--- config.mk ---
export PLATFORM = sky130hd
export DESIGN_NAME = i2s_frame_sync
export DESIGN_NICKNAME = d
export VERILOG_FILES = /design/src/rtl/i2s_fs_pkg.sv /design/src/rtl/i2s_fs_ws_sync.sv /design/src/rtl/i2s_fs_lock_fsm.sv /design/src/rtl/i2s_fs_err_track.sv /design/src/rtl/i2s_frame_sync.sv
export SDC_FILE = /design/constraint.sdc
export NUM_CORES = 1
export LEC_CHECK = 0
export BUFFER_PORTS_ARGS = -buffer_cell sky130_fd_sc_hd__buf_2
export CAP_MARGIN = 20
export CORE_AREA = 3 3 40 42
export DETAILED_ROUTE_END_ITERATION = 7
export DIE_AREA = 0 0 43 45
export PLACE_DENSITY_LB_ADDON = 0.08
export SLEW_MARGIN = 20
export SYNTH_ARGS = -nofsm -noshare
export SYNTH_HDL_FRONTEND = slang
export SYNTH_HIERARCHICAL = 1
export SYNTH_SLANG_ARGS = --single-unit
export TNS_END_PERCENT = 50
--- constraint.sdc ---
create_clock -name clk -period 1.24 [get_ports clk]
set_clock_uncertainty 0.15 [all_clocks]
set_input_delay 0.124 -clock clk [delete_from_list [all_inputs] [get_ports clk]]
set_output_delay 0.124 -clock clk [all_outputs]
set_load 0.005 [all_outputs]
--- src/rtl/i2s_fs_pkg.sv ---
package i2s_fs_pkg;

    typedef enum logic [1:0] {
        STD_I2S   = 2'd0,
        STD_LEFT  = 2'd1,
        STD_RIGHT = 2'd2,
        STD_PCM   = 2'd3
    } audio_std_e;

    typedef enum logic [1:0] {
        FS_IDLE   = 2'd0,   // disabled, or first enabled cycle pending
        FS_HUNT   = 2'd1,   // waiting to sample the pre-edge level
        FS_ARMED  = 2'd2,   // pre-edge level seen, waiting for post-edge level
        FS_LOCKED = 2'd3    // opening edge found
    } fs_state_e;

    typedef struct packed {
        logic at_pre;
        logic at_post;
    } ws_class_t;

    // Word-select level that precedes the frame-opening edge.
    function automatic logic pre_edge_level(audio_std_e s);
        return (s == STD_I2S);
    endfunction

    function automatic ws_class_t classify_ws(logic ws, audio_std_e s);
        ws_class_t c;
        c.at_pre  = (ws == pre_edge_level(s));
        c.at_post = !c.at_pre;
        return c;
    endfunction

endpackage

--- src/rtl/i2s_fs_ws_sync.sv ---
module i2s_fs_ws_sync #(
    parameter int STAGES = 2
) (
    input  logic clk,
    input  logic rst,
    input  logic ws_in,
    output logic ws_s
);
    localparam int LAST = STAGES - 1;

    logic [LAST:0] chain;

    genvar g;
    generate
        for (g = 0; g < STAGES; g++) begin : g_stage
            if (g == 0) begin : g_first
                always_ff @(posedge clk) begin
                    if (rst) chain[0] <= 1'b0;
                    else     chain[0] <= ws_in;
                end
            end else begin : g_next
                always_ff @(posedge clk) begin
                    if (rst) chain[g] <= 1'b0;
                    else     chain[g] <= chain[g-1];
                end
            end
        end
    endgenerate

    assign ws_s = chain[LAST];
endmodule

--- src/rtl/i2s_fs_lock_fsm.sv ---
module i2s_fs_lock_fsm
    import i2s_fs_pkg::*;
(
    input  logic       clk,
    input  logic       rst,
    input  logic       enable,
    input  logic       ws_s,
    input  audio_std_e std,
    output logic       start,
    output logic       synced,
    output logic       en_rise,
    output logic       level_bad
);
    fs_state_e state, state_nx;
    logic      start_nx;
    ws_class_t cls;

    assign cls       = classify_ws(ws_s, std);
    assign en_rise   = enable && (state == FS_IDLE);
    assign level_bad = cls.at_post;

    always_comb begin
        state_nx = state;
        start_nx = 1'b0;
        if (!enable) begin
            state_nx = FS_IDLE;
        end else begin
            unique case (state)
                FS_IDLE:   state_nx = cls.at_pre ? FS_ARMED : FS_HUNT;
                FS_HUNT:   if (cls.at_pre) state_nx = FS_ARMED;
                FS_ARMED:  if (cls.at_post) begin
                               state_nx = FS_LOCKED;
                               start_nx = 1'b1;
                           end
                FS_LOCKED: state_nx = FS_LOCKED;
                default:   state_nx = FS_IDLE;
            endcase
        end
    end

    always_ff @(posedge clk) begin
        if (rst) begin
            state <= FS_IDLE;
            start <= 1'b0;
        end else begin
            state <= state_nx;
            start <= start_nx;
        end
    end

    assign synced = (state == FS_LOCKED);
endmodule

--- src/rtl/i2s_fs_err_track.sv ---
module i2s_fs_err_track (
    input  logic clk,
    input  logic rst,
    input  logic en_rise,
    input  logic async_start,
    input  logic level_bad,
    output logic level_err
);
    always_ff @(posedge clk) begin
        if (rst)          level_err <= 1'b0;
        else if (en_rise) level_err <= async_start && level_bad;
    end
endmodule

--- src/rtl/i2s_frame_sync.sv ---
module i2s_frame_sync
    import i2s_fs_pkg::*;
#(
    parameter int SYNC_STAGES = 2
) (
    input  logic       clk,
    input  logic       rst,
    input  logic       ws_in,
    input  logic       enable,
    input  logic [1:0] std_sel,
    input  logic       async_start,
    output logic       synced,
    output logic       frame_start,
    output logic       level_err
);
    logic       ws_s;
    logic       en_rise;
    logic       level_bad;
    audio_std_e std;

    assign std = audio_std_e'(std_sel);

    i2s_fs_ws_sync #(.STAGES(SYNC_STAGES)) u_sync (
        .clk   (clk),
        .rst   (rst),
        .ws_in (ws_in),
        .ws_s  (ws_s)
    );

    i2s_fs_lock_fsm u_fsm (
        .clk       (clk),
        .rst       (rst),
        .enable    (enable),
        .ws_s      (ws_s),
        .std       (std),
        .start     (frame_start),
        .synced    (synced),
        .en_rise   (en_rise),
        .level_bad (level_bad)
    );

    i2s_fs_err_track u_err (
        .clk         (clk),
        .rst         (rst),
        .en_rise     (en_rise),
        .async_start (async_start),
        .level_bad   (level_bad),
        .level_err   (level_err)
    );
endmodule

# [Word level (Yosys, flattened, before mapping)]
# Index checks and enable logic that the tools add are counted.
[classes] n_eq_ne=6 n_mux=5 n_bitwise=2 n_reduce_logical=8
[ops] cell="$pmux 2 s4" n=1
[ops] cell="$mux 2" n=3
[ops] cell="$eq 2x2->1 const B" n=2
[ops] cell="$logic_not 2->1" n=2
[ops] cell="$reduce_or 3->1" n=1
[ops] cell="$eq 2x1->1 const B" n=1
[ops] cell="$logic_and 1x1->1" n=2
[ops] cell="$ne 2x1->1 const B" n=1
[ops] cell="$ne 2x2->1 const B" n=1
[ops] cell="$not 1->1" n=2
[ops] cell="$reduce_and 2->1" n=1
[ops] cell="$reduce_or 2->1" n=1
[ops] cell="$eq 1x1->1" n=1
[ops] cell="$logic_not 1->1" n=1
[ops] cell="$mux 1" n=1
[totals] reg_bits=6 wordCells=26

# [Longest topological paths before layout]
[logic_depth] ltp_word=4 depth_mapped=5 mapped_depth_nobuf=5

# [Hierarchy]
# Netlist, hierarchy kept.
[by_module_without_submodules] module="i2s_fs_lock_fsm" n_inst=1 cells_per_inst=13 area_per_inst_um2=127.6 seq_area_each_um2=60.1
[by_module_without_submodules] module="i2s_fs_ws_sync" n_inst=1 cells_per_inst=4 area_per_inst_um2=52.6 seq_area_each_um2=40.0
[by_module_without_submodules] module="i2s_fs_err_track" n_inst=1 cells_per_inst=4 area_per_inst_um2=40.0 seq_area_each_um2=20.0

# [Worst setup path before layout]
# OpenSTA, ideal clock, no wires.
[synth_timing] kind="register to register" start="register u_sync.chain[1], in the netlist u_sync/ws_s" end="register u_err.level_err" setup_ps=114 t_arrival_ps=779 setup_slack_ps=197 stages_incl_launch_ff=5 n_path_buf=0 path_cell_list="dfxtp_1 -> xnor2_1 -> inv_1 -> nand3_1 -> a21oi_2"
[synth_via] elab_chain_cells=3
[synth_rtl] element="from (decl)" line="i2s_fs_ws_sync.sv:11" text="logic [LAST:0] chain;"
[synth_rtl] element="from (signal, indexed assignment)" line="i2s_fs_ws_sync.sv:24" text="else chain[g] <= chain[g-1];"
[synth_rtl] element="$eq 1x1->1" line="i2s_fs_pkg.sv:29" text="c.at_pre = (ws == pre_edge_level(s));"
[synth_rtl] element="$logic_not 1->1" line="i2s_fs_pkg.sv:30" text="c.at_post = !c.at_pre;"
[synth_rtl] element="named net level_bad" line="i2s_frame_sync.sv:18" text="logic level_bad;"
[synth_rtl] element="$logic_and 1x1->1" line="i2s_fs_err_track.sv:11" text="else if (en_rise) level_err <= async_start && level_bad;"
[synth_rtl] element="to (signal assigned)" line="i2s_fs_err_track.sv:11"
[synth_rtl] element="to (decl)" line="i2s_fs_err_track.sv:7" text="output logic level_err"
# The timed path passes the listed nets, and every way through them passes these cells.
# A chain may end at the register's enable or synchronous reset.

# [Final worst setup path]
[layout_timing] start="input port rst" end="register u_fsm.state[1]"
[layout_via] elab_chain_cells=1
[layout_rtl] element="from (decl)" line="i2s_frame_sync.sv:7" text="input logic rst,"
[layout_rtl] element="$reduce_or 2->1 (no source line)"
[layout_rtl] element="to (signal assigned)" line="i2s_fs_lock_fsm.sv:46" text="state <= state_nx;"
[layout_rtl] element="to (decl)" line="i2s_fs_lock_fsm.sv:14" text="fs_state_e state, state_nx;"
# Every way passes these cells.

==> run metrics <==
CP endpoint u_fsm/state[1]; switching power of the nets 89.8 µW; Die ar. 1940 µm²; endpoints failing hold 0; maximum level of the CTS H-tree 1; worst setup path start rst; via count between 150 and 200; average detailed-routed wire length per instance ~8.6 µm; Worst EP required around 1.3 ns; DRC marker count from the first detailed-route iteration 1; area growth from synthesis to layout 51.7%; remaining routing DRC violations 0; maximum achievable frequency 845 MHz; list of cells traversed by the critical path dlygate4sd3_1 > buf_2 > nand2b_1 > o21ba_2; footprint of the multi-input gates approximately 100 µm²; number of max-capacitance violations reported 0; TritonCTS Buffers 3; highest ir drop seen on vdd ~0.45 mV; Unique masters post-synth 13; final-report setup violation count 0; initial antenna violation count 0; horizontal extent of the die ~43 µm; maximum number of pins on one net before global-route repair 5; overall overflow remaining after global route 0; type of the worst setup path in -> reg; crit path launch type input pin; clock latency reported for the late side of the worst-skew pair 0.24 ns; Setup TNS 0 ns; placement row count 13; die outline height about 45 µm; status finished clean; number of nets in the synthesized netlist 28; post-CTS setup buffers 0; Synth Warn # 6; overall power 426 µW; Critical R2R Launch u_sync/ws_s; number of routed nets with antenna violations 0; DR pass1 iterations 2; number of global-route vias before repair 179; nature of the critical path endpoint register; FF+latch area 120 µm²; Max clock buf depth 2; critical path fanouts, max 4; final RePlAce weighted congestion 0.658; All-Layer GR Usage 5.25%; final routed wirelength across all metal layers 432 µm; hold crit path type in -> reg; setup repair after global routing missed its margin no; Pwr Density between 1000 and 1500 nW/µm²; data arrival time of the worst path 1.22 ns; synthesized area per cell 10.5 µm²; combinational share of power under 10%; total number of clock tree sinks 6; clock tree from TritonCTS yes; leakage power of the design between 0.00015 and 0.0002 µW; Seq pwr share between 40% and 50%; Final min period roughly 1.2 ns; post-synthesis sequential area ratio 54.5%; portion of the clock cycle consumed by the worst path in the final layout between 90% and 100%; normalized max-slew margin about 80%; Port-buffer cells 9; number of inserted filler cells in the final layout 148; pin slew with the least headroom to its limit 0.264 ns; capturing point of the worst reg2reg path u_err/level_err; internal reg-to-reg setup slack 0.18 ns; share of cells above drive strength 1 a little under half; netlist area before placement approximately 220 µm²; Layout Cells excl Fill 50; cell with the largest stage delay on the worst path sky130_fd_sc_hd__dlygate4sd3_1; cell at the root of the clock tree sky130_fd_sc_hd__clkbuf_4; worst min-delay path startpoint async_start; antenna cell count 0; maximum cell stage delay along the critical path 0.53 ns; Internal Pwr Total 337 µW; commonest cells after routing, fill and taps aside sky130_fd_sc_hd__buf_2 (9), sky130_fd_sc_hd__dfxtp_1 (6), sky130_fd_sc_hd__clkbuf_4 (3); Post-layout nets 44; effective utilization at floorplan 17.1%; number of cells on the worst reg-to-reg path 4; ratio of routed vias to standard cells 3.80; wire length of the first global-routing pass 641 µm; clock edge transition at the registers on the reported setup and hold paths 0.05 ns; number of instances in the synthesized netlist 21; total placed cells including tap cells 45; post-layout utilization of the core 26.0%; floorplan core area between 1000 and 1500 µm²; Max Transition Viols Final 0; register bit count reported by yosys 6; total I/O pin count 10; clock power share about two fifths; commonest non-fill, non-tap cell in the layout sky130_fd_sc_hd__buf_2; Sw Share a little over a fifth
-- area by class of cell --
class,instances,area share [%]
Sequential cell,6,36.0
Multi-Input combinational cell,13,30.0
Timing Repair Buffer,11,19.5
Clock buffer,3,6.74
Tap cell,15,5.62
Inverter,2,2.25
-- cells in the mapped netlist, drive strengths merged --
library cell	instances	share of area, %
a21oi	2	6.2
dfxtp	6	55
inv	2	3.4
nand2	1	1.7
nand2b	2	5.7
nand3	1	2.3
nor2	1	1.7
nor2b	2	5.7
nor3b	1	3.4
nor4b	1	6.8
o21ba	1	4.5
xnor2	1	4.0
-- per-stage QoR --
stage	cell area (µm²)	setup slack, ns	hold slack (ns)
2_1_floorplan	220	0.197	0.0364
3_3_place_gp	284	0.0767	0.183
3_5_place_dp	284	0.0696	0.181
4_1_cts	327	0.0559	0.00721
5_1_grt	334	0.00923	0.0108
6_report	334	0.0571	0.0113
-- metal layers --
metal  GRT usage (%)  share of wire [%]
met2            5.69                 44
met4            9.04                  0
met5               0                  0
met3            2.79                 11
met1            5.31                 45
-- worst min path at each step --
stage,to,slack [ns],cells after the start
floorplan,u_err/level_err,0.04,1
global placement,u_err/level_err,0.18,2
detailed placement,u_err/level_err,0.18,2
CTS,u_err/level_err,0.007,3
global route,u_err/level_err,0.01,3
finish,u_err/level_err,0.01,3
-- cell families (layout without fill, tap and decap cells) --
family / after synthesis / in the layout / share of synthesized area (%)
and+or+nand+nor: 9 / 9 / 27.3
AOI/OAI and AO/OA: 3 / 3 / 10.8
DFF: 6 / 6 / 54.5
buffers and inverters: 2 / 16 / 3.41
xor gates and xnor gates: 1 / 1 / 3.98
-- flip-flops by register name, summed over array words and instances (netlist names) --
register,flops
u_fsm/start,1
u_err/level_err,1
u_sync/ws_s,1
u_sync/chain,1
u_fsm/state,2
-- timing repair --
action	in CTS	in global routing
hold endpoints to repair	3	0
hold buffers	2	0
endpoints found under the setup margin	0	1
resized for setup	0	1
-- power groups by stage --
stage / sequential (µW) / combinational (µW) / clock, µW
floorplan: 209 / 20.0 / 0
global route: 207 / 47.4 / 202
CTS: 206 / 41.0 / 188
finish: 207 / 42.3 / 177
detailed placement: 210 / 35.9 / 0
global placement: 209 / 35.3 / 0
-- critical path: cells and delay by family --
kind | cells | cell delay [ns]
buffers and inverters | 2 | 0.67
AOI/OAI and AO/OA | 1 | 0.24
and+or+nand+nor | 1 | 0.18
No activity file was read; power rests on OpenSTA's default activity.
